$ cat config.mk
export PLATFORM = sky130hd
export DESIGN_NAME = fdma_fetch
export DESIGN_NICKNAME = d
export VERILOG_FILES = /design/src/rtl/fdf_pkg.sv /design/src/rtl/fdf_fifo.sv /design/src/rtl/fdf_regs.sv /design/src/rtl/fdf_seq.sv /design/src/rtl/fdma_fetch.sv
export SDC_FILE = /design/constraint.sdc
export NUM_CORES = 2
export LEC_CHECK = 0
export BUFFER_PORTS_ARGS = -buffer_cell sky130_fd_sc_hd__buf_2
export CORE_ASPECT_RATIO = 0.9
export CORE_UTILIZATION = 40
export DETAILED_ROUTE_END_ITERATION = 8
export SLEW_MARGIN = 20
export SYNTH_ARGS = -nofsm -noshare
export SYNTH_HDL_FRONTEND = slang
export SYNTH_SLANG_ARGS = --single-unit
$ cat constraint.sdc
create_clock -name clk -period 4.5 [get_ports clk]
set_input_delay 0.45 -clock clk [delete_from_list [all_inputs] [get_ports clk]]
set_output_delay 0.45 -clock clk [all_outputs]
set_load 0.05 [all_outputs]
$ cat src/rtl/fdf_pkg.sv
package fdf_pkg;

    localparam logic [7:0] OFS_CTRL = 8'h30;
    localparam logic [7:0] OFS_STAT = 8'h34;
    localparam logic [7:0] OFS_DPTR = 8'h40;
    localparam logic [7:0] OFS_SRC  = 8'h44;
    localparam logic [7:0] OFS_TAG  = 8'h48;
    localparam logic [7:0] OFS_CMD  = 8'h4C;

    localparam int DESC_WORDS = 4;
    localparam int MAX_BURST  = 16;
    localparam int BLEN_W     = 5;

    typedef enum logic [2:0] {
        ST_IDLE,
        ST_DESC_REQ,
        ST_DESC_WAIT,
        ST_DATA_REQ,
        ST_DATA_WAIT
    } fdf_state_e;

    typedef struct packed {
        logic [1:0] burst;
        logic       end_en;
        logic       start_en;
        logic       ufl_en;
        logic       run;
    } fdf_ctrl_t;

    function automatic logic [BLEN_W-1:0] burst_words(input logic [1:0] code);
        unique case (code)
            2'd0:    burst_words = BLEN_W'(4);
            2'd1:    burst_words = BLEN_W'(8);
            default: burst_words = BLEN_W'(16);
        endcase
    endfunction

endpackage

$ cat src/rtl/fdf_fifo.sv
module fdf_fifo #(
    parameter int DEPTH = 32,
    parameter int WIDTH = 32,
    localparam int PTR_W = (DEPTH > 1) ? $clog2(DEPTH) : 1,
    localparam int CNT_W = $clog2(DEPTH + 1)
) (
    input  logic             clk,
    input  logic             rst_n,
    input  logic             push,
    input  logic [WIDTH-1:0] din,
    input  logic             pop,
    output logic [WIDTH-1:0] dout,
    output logic             empty,
    output logic [CNT_W-1:0] count
);

    logic [WIDTH-1:0] store [DEPTH];
    logic [PTR_W-1:0] wr_ptr;
    logic [PTR_W-1:0] rd_ptr;
    logic             do_pop;

    assign empty  = (count == '0);
    assign do_pop = pop && !empty;
    assign dout   = store[rd_ptr];

    function automatic logic [PTR_W-1:0] bump(input logic [PTR_W-1:0] p);
        if (p == PTR_W'(DEPTH - 1)) bump = '0;
        else                        bump = p + 1'b1;
    endfunction

    always_ff @(posedge clk) begin
        if (!rst_n) begin
            wr_ptr <= '0;
            rd_ptr <= '0;
            count  <= '0;
        end else begin
            if (push) wr_ptr <= bump(wr_ptr);
            if (do_pop) rd_ptr <= bump(rd_ptr);
            unique case ({push, do_pop})
                2'b10:   count <= count + 1'b1;
                2'b01:   count <= count - 1'b1;
                default: count <= count;
            endcase
        end
    end

    always_ff @(posedge clk) begin
        if (push) store[wr_ptr] <= din;
    end

endmodule

$ cat src/rtl/fdf_regs.sv
module fdf_regs
    import fdf_pkg::*;
#(
    parameter int LEN_W = 24
) (
    input  logic        clk,
    input  logic        rst_n,
    input  logic        reg_wr,
    input  logic [7:0]  reg_addr,
    input  logic [31:0] reg_wdata,
    output logic [31:0] reg_rdata,
    input  logic        dptr_load,
    input  logic [31:0] dptr_next,
    input  logic [31:0] cur_src,
    input  logic [31:0] cur_tag,
    input  logic [31:0] cur_cmd,
    input  logic        ev_start,
    input  logic        ev_end,
    input  logic        ev_ufl,
    output fdf_ctrl_t   ctrl,
    output logic [31:0] dptr,
    output logic        irq
);

    logic [2:0] flags;
    logic [2:0] flags_nx;

    always_comb begin
        flags_nx = flags;
        if (reg_wr && reg_addr == OFS_STAT) flags_nx = flags_nx & reg_wdata[2:0];
        if (ev_ufl   && ctrl.ufl_en)   flags_nx[0] = 1'b1;
        if (ev_start && ctrl.start_en) flags_nx[1] = 1'b1;
        if (ev_end   && ctrl.end_en)   flags_nx[2] = 1'b1;
    end

    always_ff @(posedge clk) begin
        if (!rst_n) begin
            ctrl  <= '0;
            dptr  <= '0;
            flags <= '0;
        end else begin
            flags <= flags_nx;
            if (reg_wr && reg_addr == OFS_CTRL) begin
                ctrl.burst    <= reg_wdata[29:28];
                ctrl.end_en   <= reg_wdata[13];
                ctrl.start_en <= reg_wdata[12];
                ctrl.ufl_en   <= reg_wdata[11];
                ctrl.run      <= reg_wdata[3];
            end
            if (dptr_load)                              dptr <= dptr_next;
            else if (reg_wr && reg_addr == OFS_DPTR)    dptr <= reg_wdata;
        end
    end

    always_comb begin
        unique case (reg_addr)
            OFS_CTRL: reg_rdata = {2'b00, ctrl.burst, 14'd0, ctrl.end_en, ctrl.start_en,
                                   ctrl.ufl_en, 7'd0, ctrl.run, 3'd0};
            OFS_STAT: reg_rdata = {29'd0, flags};
            OFS_DPTR: reg_rdata = dptr;
            OFS_SRC:  reg_rdata = cur_src;
            OFS_TAG:  reg_rdata = cur_tag;
            OFS_CMD:  reg_rdata = cur_cmd;
            default:  reg_rdata = '0;
        endcase
    end

    assign irq = |flags;

endmodule

$ cat src/rtl/fdf_seq.sv
module fdf_seq
    import fdf_pkg::*;
#(
    parameter int LEN_W      = 24,
    parameter int FIFO_DEPTH = 32,
    localparam int CNT_W     = $clog2(FIFO_DEPTH + 1)
) (
    input  logic              clk,
    input  logic              rst_n,
    input  fdf_ctrl_t         ctrl,
    input  logic [31:0]       dptr,
    input  logic [CNT_W-1:0]  fifo_cnt,
    output logic              mem_req,
    output logic [31:0]       mem_addr,
    output logic [BLEN_W-1:0] mem_len,
    input  logic              mem_ack,
    input  logic              mem_rvalid,
    input  logic [31:0]       mem_rdata,
    output logic              push,
    output logic [31:0]       push_data,
    output logic              dptr_load,
    output logic [31:0]       dptr_next,
    output logic [31:0]       cur_src,
    output logic [31:0]       cur_tag,
    output logic [31:0]       cur_cmd,
    output logic              ev_start,
    output logic              ev_end,
    output fdf_state_e        state
);

    fdf_state_e        state_nx;
    logic [1:0]        wcnt;
    logic [BLEN_W-1:0] bcnt;
    logic [31:0]       src_ptr;
    logic [LEN_W-1:0]  remain;
    logic [31:0]       link;
    logic [BLEN_W-1:0] bsize;
    logic [BLEN_W-1:0] blen;
    logic              room;
    logic              frame_done;
    logic              desc_last;

    assign bsize      = burst_words(ctrl.burst);
    assign blen       = (remain < LEN_W'(bsize)) ? BLEN_W'(remain) : bsize;
    assign room       = (FIFO_DEPTH - int'(fifo_cnt)) >= int'(blen);
    assign frame_done = (remain == '0);
    assign desc_last  = (state == ST_DESC_WAIT) && mem_rvalid && (wcnt == 2'd3);

    // next-state logic
    always_comb begin
        state_nx = state;
        unique case (state)
            ST_IDLE:      if (ctrl.run) state_nx = ST_DESC_REQ;
            ST_DESC_REQ:  if (mem_ack) state_nx = ST_DESC_WAIT;
            ST_DESC_WAIT: if (desc_last) state_nx = ST_DATA_REQ;
            ST_DATA_REQ: begin
                if (frame_done)           state_nx = ctrl.run ? ST_DESC_REQ : ST_IDLE;
                else if (room && mem_ack) state_nx = ST_DATA_WAIT;
            end
            ST_DATA_WAIT: if (mem_rvalid && bcnt == BLEN_W'(1)) state_nx = ST_DATA_REQ;
            default:      state_nx = ST_IDLE;
        endcase
    end

    // state register and datapath
    always_ff @(posedge clk) begin
        if (!rst_n) begin
            state   <= ST_IDLE;
            wcnt    <= '0;
            bcnt    <= '0;
            src_ptr <= '0;
            remain  <= '0;
            link    <= '0;
            cur_src <= '0;
            cur_tag <= '0;
            cur_cmd <= '0;
        end else begin
            state <= state_nx;
            unique case (state)
                ST_DESC_REQ: wcnt <= '0;
                ST_DESC_WAIT: if (mem_rvalid) begin
                    wcnt <= wcnt + 1'b1;
                    unique case (wcnt)
                        2'd0: link    <= mem_rdata;
                        2'd1: cur_src <= mem_rdata;
                        2'd2: cur_tag <= mem_rdata;
                        default: begin
                            cur_cmd <= mem_rdata;
                            remain  <= mem_rdata[LEN_W-1:0];
                            src_ptr <= cur_src;
                        end
                    endcase
                end
                ST_DATA_REQ: if (!frame_done && room && mem_ack) bcnt <= blen;
                ST_DATA_WAIT: if (mem_rvalid) begin
                    src_ptr <= src_ptr + 32'd4;
                    remain  <= remain - 1'b1;
                    bcnt    <= bcnt - 1'b1;
                end
                default: ;
            endcase
        end
    end

    // outputs
    always_comb begin
        mem_req   = 1'b0;
        mem_addr  = '0;
        mem_len   = '0;
        push      = 1'b0;
        ev_end    = 1'b0;
        unique case (state)
            ST_DESC_REQ: begin
                mem_req  = 1'b1;
                mem_addr = dptr;
                mem_len  = BLEN_W'(DESC_WORDS);
            end
            ST_DATA_REQ: begin
                mem_req  = !frame_done && room;
                mem_addr = src_ptr;
                mem_len  = blen;
                ev_end   = frame_done && cur_cmd[30];
            end
            ST_DATA_WAIT: push = mem_rvalid;
            default: ;
        endcase
    end

    assign push_data = mem_rdata;
    assign dptr_load = desc_last;
    assign dptr_next = link;
    assign ev_start  = desc_last && mem_rdata[31];

endmodule

$ cat src/rtl/fdma_fetch.sv
module fdma_fetch
    import fdf_pkg::*;
#(
    parameter int LEN_W      = 24,
    parameter int FIFO_DEPTH = 32,
    localparam int CNT_W     = $clog2(FIFO_DEPTH + 1)
) (
    input  logic        clk,
    input  logic        rst_n,
    input  logic        reg_wr,
    input  logic [7:0]  reg_addr,
    input  logic [31:0] reg_wdata,
    output logic [31:0] reg_rdata,
    output logic        mem_req,
    output logic [31:0] mem_addr,
    output logic [4:0]  mem_len,
    input  logic        mem_ack,
    input  logic        mem_rvalid,
    input  logic [31:0] mem_rdata,
    input  logic        pix_rd,
    output logic [31:0] pix_data,
    output logic        pix_empty,
    output logic        irq
);

    fdf_ctrl_t        ctrl;
    fdf_state_e       state;
    logic [31:0]      dptr;
    logic [CNT_W-1:0] fifo_cnt;
    logic             fifo_push;
    logic [31:0]      fifo_din;
    logic             dptr_load;
    logic [31:0]      dptr_next;
    logic [31:0]      cur_src;
    logic [31:0]      cur_tag;
    logic [31:0]      cur_cmd;
    logic             ev_start;
    logic             ev_end;
    logic             ev_ufl;
    logic             ufl_en;

    assign ev_ufl = pix_rd && pix_empty;
    assign ufl_en = ctrl.ufl_en;

    fdf_regs #(.LEN_W(LEN_W)) u_regs (
        .clk       (clk),
        .rst_n     (rst_n),
        .reg_wr    (reg_wr),
        .reg_addr  (reg_addr),
        .reg_wdata (reg_wdata),
        .reg_rdata (reg_rdata),
        .dptr_load (dptr_load),
        .dptr_next (dptr_next),
        .cur_src   (cur_src),
        .cur_tag   (cur_tag),
        .cur_cmd   (cur_cmd),
        .ev_start  (ev_start),
        .ev_end    (ev_end),
        .ev_ufl    (ev_ufl),
        .ctrl      (ctrl),
        .dptr      (dptr),
        .irq       (irq)
    );

    fdf_seq #(.LEN_W(LEN_W), .FIFO_DEPTH(FIFO_DEPTH)) u_seq (
        .clk        (clk),
        .rst_n      (rst_n),
        .ctrl       (ctrl),
        .dptr       (dptr),
        .fifo_cnt   (fifo_cnt),
        .mem_req    (mem_req),
        .mem_addr   (mem_addr),
        .mem_len    (mem_len),
        .mem_ack    (mem_ack),
        .mem_rvalid (mem_rvalid),
        .mem_rdata  (mem_rdata),
        .push       (fifo_push),
        .push_data  (fifo_din),
        .dptr_load  (dptr_load),
        .dptr_next  (dptr_next),
        .cur_src    (cur_src),
        .cur_tag    (cur_tag),
        .cur_cmd    (cur_cmd),
        .ev_start   (ev_start),
        .ev_end     (ev_end),
        .state      (state)
    );

    fdf_fifo #(.DEPTH(FIFO_DEPTH), .WIDTH(32)) u_fifo (
        .clk   (clk),
        .rst_n (rst_n),
        .push  (fifo_push),
        .din   (fifo_din),
        .pop   (pix_rd),
        .dout  (pix_data),
        .empty (pix_empty),
        .count (fifo_cnt)
    );

endmodule

==> flow_summary.yaml <==
status:
  status: "completed"
critical_path:
  cp_max_fo: 7
  worstSetupEndpointType: "primary output"
  arrival_ns: 3.94
  crit_path_start_kind: "flop"
  cp.required_ns: 4.05
  worstSetupPathType: "reg2out"
final_layout:
  nets: 3575
  fillCellCount: 10933
  post-route-util_pct: 46.9
  drive_gt1_share_pct: 25.4
  final_area_um2: 59800
  synthToLayoutAreaGrowth_pct: 15.9
sta:
  worstMarginPinSlew_ns: 1.11
  finalSetupViolations: 0
  slew_viol_final: 0
  timing_hold_violations_final: 0
  period_minus_slack_ns: 4.39
  clock_skew_ns: 0.0378
  relSlewSlack_pct: 25.4
  max_freq_mhz: 228
  period_share_pct: 97.5
  rsz0062_at_grt: "true"
power_and_ir_drop:
  max-vdd-ir-drop_mv: 0.263
  powerDensity_nw_per_um2: 392
  leakagePower_nw: 18.5
floorplan:
  num_rows: 124
  coreArea_um2: 128000
  dieArea_um2: 130000
  ios: 182
  die_x_um: 381
  die_h_um: 343
  initial_core_util_pct: 40.4
place:
  port_buffers: 181
  place_area_um2: 55200
  routabilityCongestion: 0.882
  hpwl_mm: 85.5
yosys:
  ys_ff_latch: 1280
  synth_ff_type: "edfxtp_1"
  ys_async_sr_fraction_pct: 0
  avgSynthCellArea_um2: 16.0
  synth_top_area_share_pct: 59.6
  synth-seq-area-share_pct: 69.5
  syn_inst: 3226
  synthTopCellsByArea: "edfxtp_1 (60%), mux4_2 (14%), dfxtp_1 (9.9%)"
  synthesis.nets: 3333
  yosysWarnings: 0
  synth_edf_count: 1024
  synth.distinct_cells: 74
  synth_top_area_cell: "edfxtp_1"
  syn_area_um2: 51600
cts:
  htree_levels: 4
  clock-sinks: 1280
  clockRootBuffer: "clkbuf_16"
  cts_made_buffers: 133
  cts_buffer_depth: 3
  clkLatencyLatePin_ns: 0.77
  cts_tree: "done"
  path_clk_slew_ns: 0.06
grt:
  grt.total_usage_pct: 22.3
  antenna_found_initial: 4
  overflow: 0
  grt_pass1_vias: 30013
  grt_max_degree: 119
  grt_pass1_wl_mm: 211
min_path:
  hold_path.class: "in2reg"
detailed_routing:
  viasPerCell: 5.80
  firstDrtPassIters: 6
  drt_wl_total_mm: 145
  drc: 0
  ant_nets: 0
  drt_iter0_drc: 3178
  wl_per_cell_um: 27.6
  route.vias.total: 30578
flow_run:
  drv_cap: 0
[state kept, by name, indices dropped and copies added, names as in the netlist, 24 cells and up, named ones only]
signal / count
u_fifo.store: 1024
u_regs.dptr: 32
u_seq.cur_cmd: 32
u_seq.cur_src: 32
u_seq.cur_tag: 32
u_seq.dptr_next: 32
u_seq.src_ptr: 32
u_seq.remain: 24
[final timing paths]
kind                         start  slack, ns  cells after the start                  end
hold / removal              reg_wr       0.07                      3       u_regs.ctrl[1]
hold reg to reg   u_seq.cur_tag[5]       0.45                      2     u_seq.cur_tag[5]
setup / recovery  u_seq.remain[17]       0.11                     13              mem_req
setup reg to reg    u_seq.state[2]       0.76                      7  u_fifo.store[20][7]
[stage by stage]
step | setup TNS (ns) | hold slack [ns] | setup WS [ns] | total power [mW] | cells
final | 0 | 0.0718 | 0.113 | 23.5 | 5271
after global routing | -0.0346 | 0.0443 | -0.0346 | 24.1 | 5268
after CTS | 0 | 0.0170 | 0.0104 | 23.6 | 5263
after detailed placement | 0 | 0.446 | 0.439 | 13.3 | 4994
after global placement | 0 | 0.441 | 0.463 | 13.3 | 4994
after floorplan | 0 | 0.432 | 0.485 | 13.1 | 3226
[report_power, final]
group          leakage [nW]  internal, mW  switching [mW]
registers              11.3          12.8         0.00102
clock network          1.97          5.77            4.61
logic                  5.28        0.0567           0.273
[placed cells by master (no fill, tap or decap), types with 8 or more instances in the layout]
master         instances
nor4_1                 9
a311oi_1              35
a31oi_1                8
clkinv_1              23
mux2i_1               32
buf_2                180
nand4_1               12
a21oi_1              223
clkbuf_16            134
ha_1                  26
inv_1                 23
a22oi_1               70
nor2_1               173
a211oi_1              14
nand3_1               64
mux2_2                32
nor3_1                21
a222oi_1               9
dfxtp_1              245
nor2_4                32
clkbuf_1              39
dlygate4sd3_1         31
buf_4                 80
clkinv_2              10
mux4_2               320
or3_1                 12
o22ai_1               10
edfxtp_1            1024
buf_12                29
o21ai_0               60
nand2_1              405
[routing by layer]
layer / GRT usage, % / wire, um / vias to the layer above
met2: 35.4 / 68900 / 1263
met1: 31.2 / 62000 / 15962
met3: 3.68 / 10500 / 206
met5: 0 / 0 / -
met4: 7.51 / 4030 / 0
li1: - / - / 13147
[area by class of cell]
class | count | area, um2 | area share [%]
Tap cell | 1701 | 2130 | 3.56
Clock inverter | 54 | 463 | 0.774
Inverter | 25 | 98.8 | 0.165
Sequential cell | 1280 | 35900 | 60.0
Clock buffer | 180 | 3600 | 6.01
Multi-Input combinational cell | 1706 | 15200 | 25.4
Timing Repair Buffer | 322 | 2410 | 4.04
Antenna cell | 3 | 7.51 | 0.0126
[repair_timing]
item	4_1_cts	5_1_grt
endpoints found under the hold margin	38	0
hold buffers	31	0
buffers inserted	4	5
pin swaps	9	8
endpoints found under the setup margin	1	1
gates resized for setup	23	11
[Yosys cell counts, drive strengths merged (4+ instances only)]
cell type,count
edfxtp,1024
nand2,411
mux4,320
dfxtp,256
a21oi,226
nor2,212
clkbuf,185
a22oi,70
nand3,65
o21ai,61
a311oi,35
mux2,32
mux2i,32
buf,30
ha,28
inv,25
nor3,22
or3,16
a211oi,15
nand4,12
nor4,10
o22ai,10
a222oi,9
a31oi,8
and2,8
and3,7
o31ai,7
nand2b,6
a21o,5
a32o,5
nand3b,5
or2,5
or4,5
xor2,5
and4,4
xnor2,4
[logic make-up (layout without fill, tap and decap cells)]
family,count (synthesis),in the layout,synth area share [%]
xor gates and xnor gates,9,9,0.153
muxes,384,384,15.3
AOI/OAI and AO/OA,483,483,5.90
other,0,3,0
adders and majority gates,29,29,0.718
DFF,1280,1280,69.5
buffers and inverters,240,581,1.76
and+or+nand+nor,801,801,6.63
[worst max-delay path: stages, from the launching register on]
cell	delay [ns]
dfxtp_1	0.32
or4_4	0.56
or3_4	0.44
nor3_4	0.21
buf_6	0.16
nand2_2	0.08
ha_4	0.25
a2111oi_4	0.36
o31ai_1	0.15
nand3_2	0.13
a32oi_4	0.13
nand2b_1	0.12
a21oi_2	0.06
buf_6	0.18
Note: power is estimated with default switching activity, not from simulation.
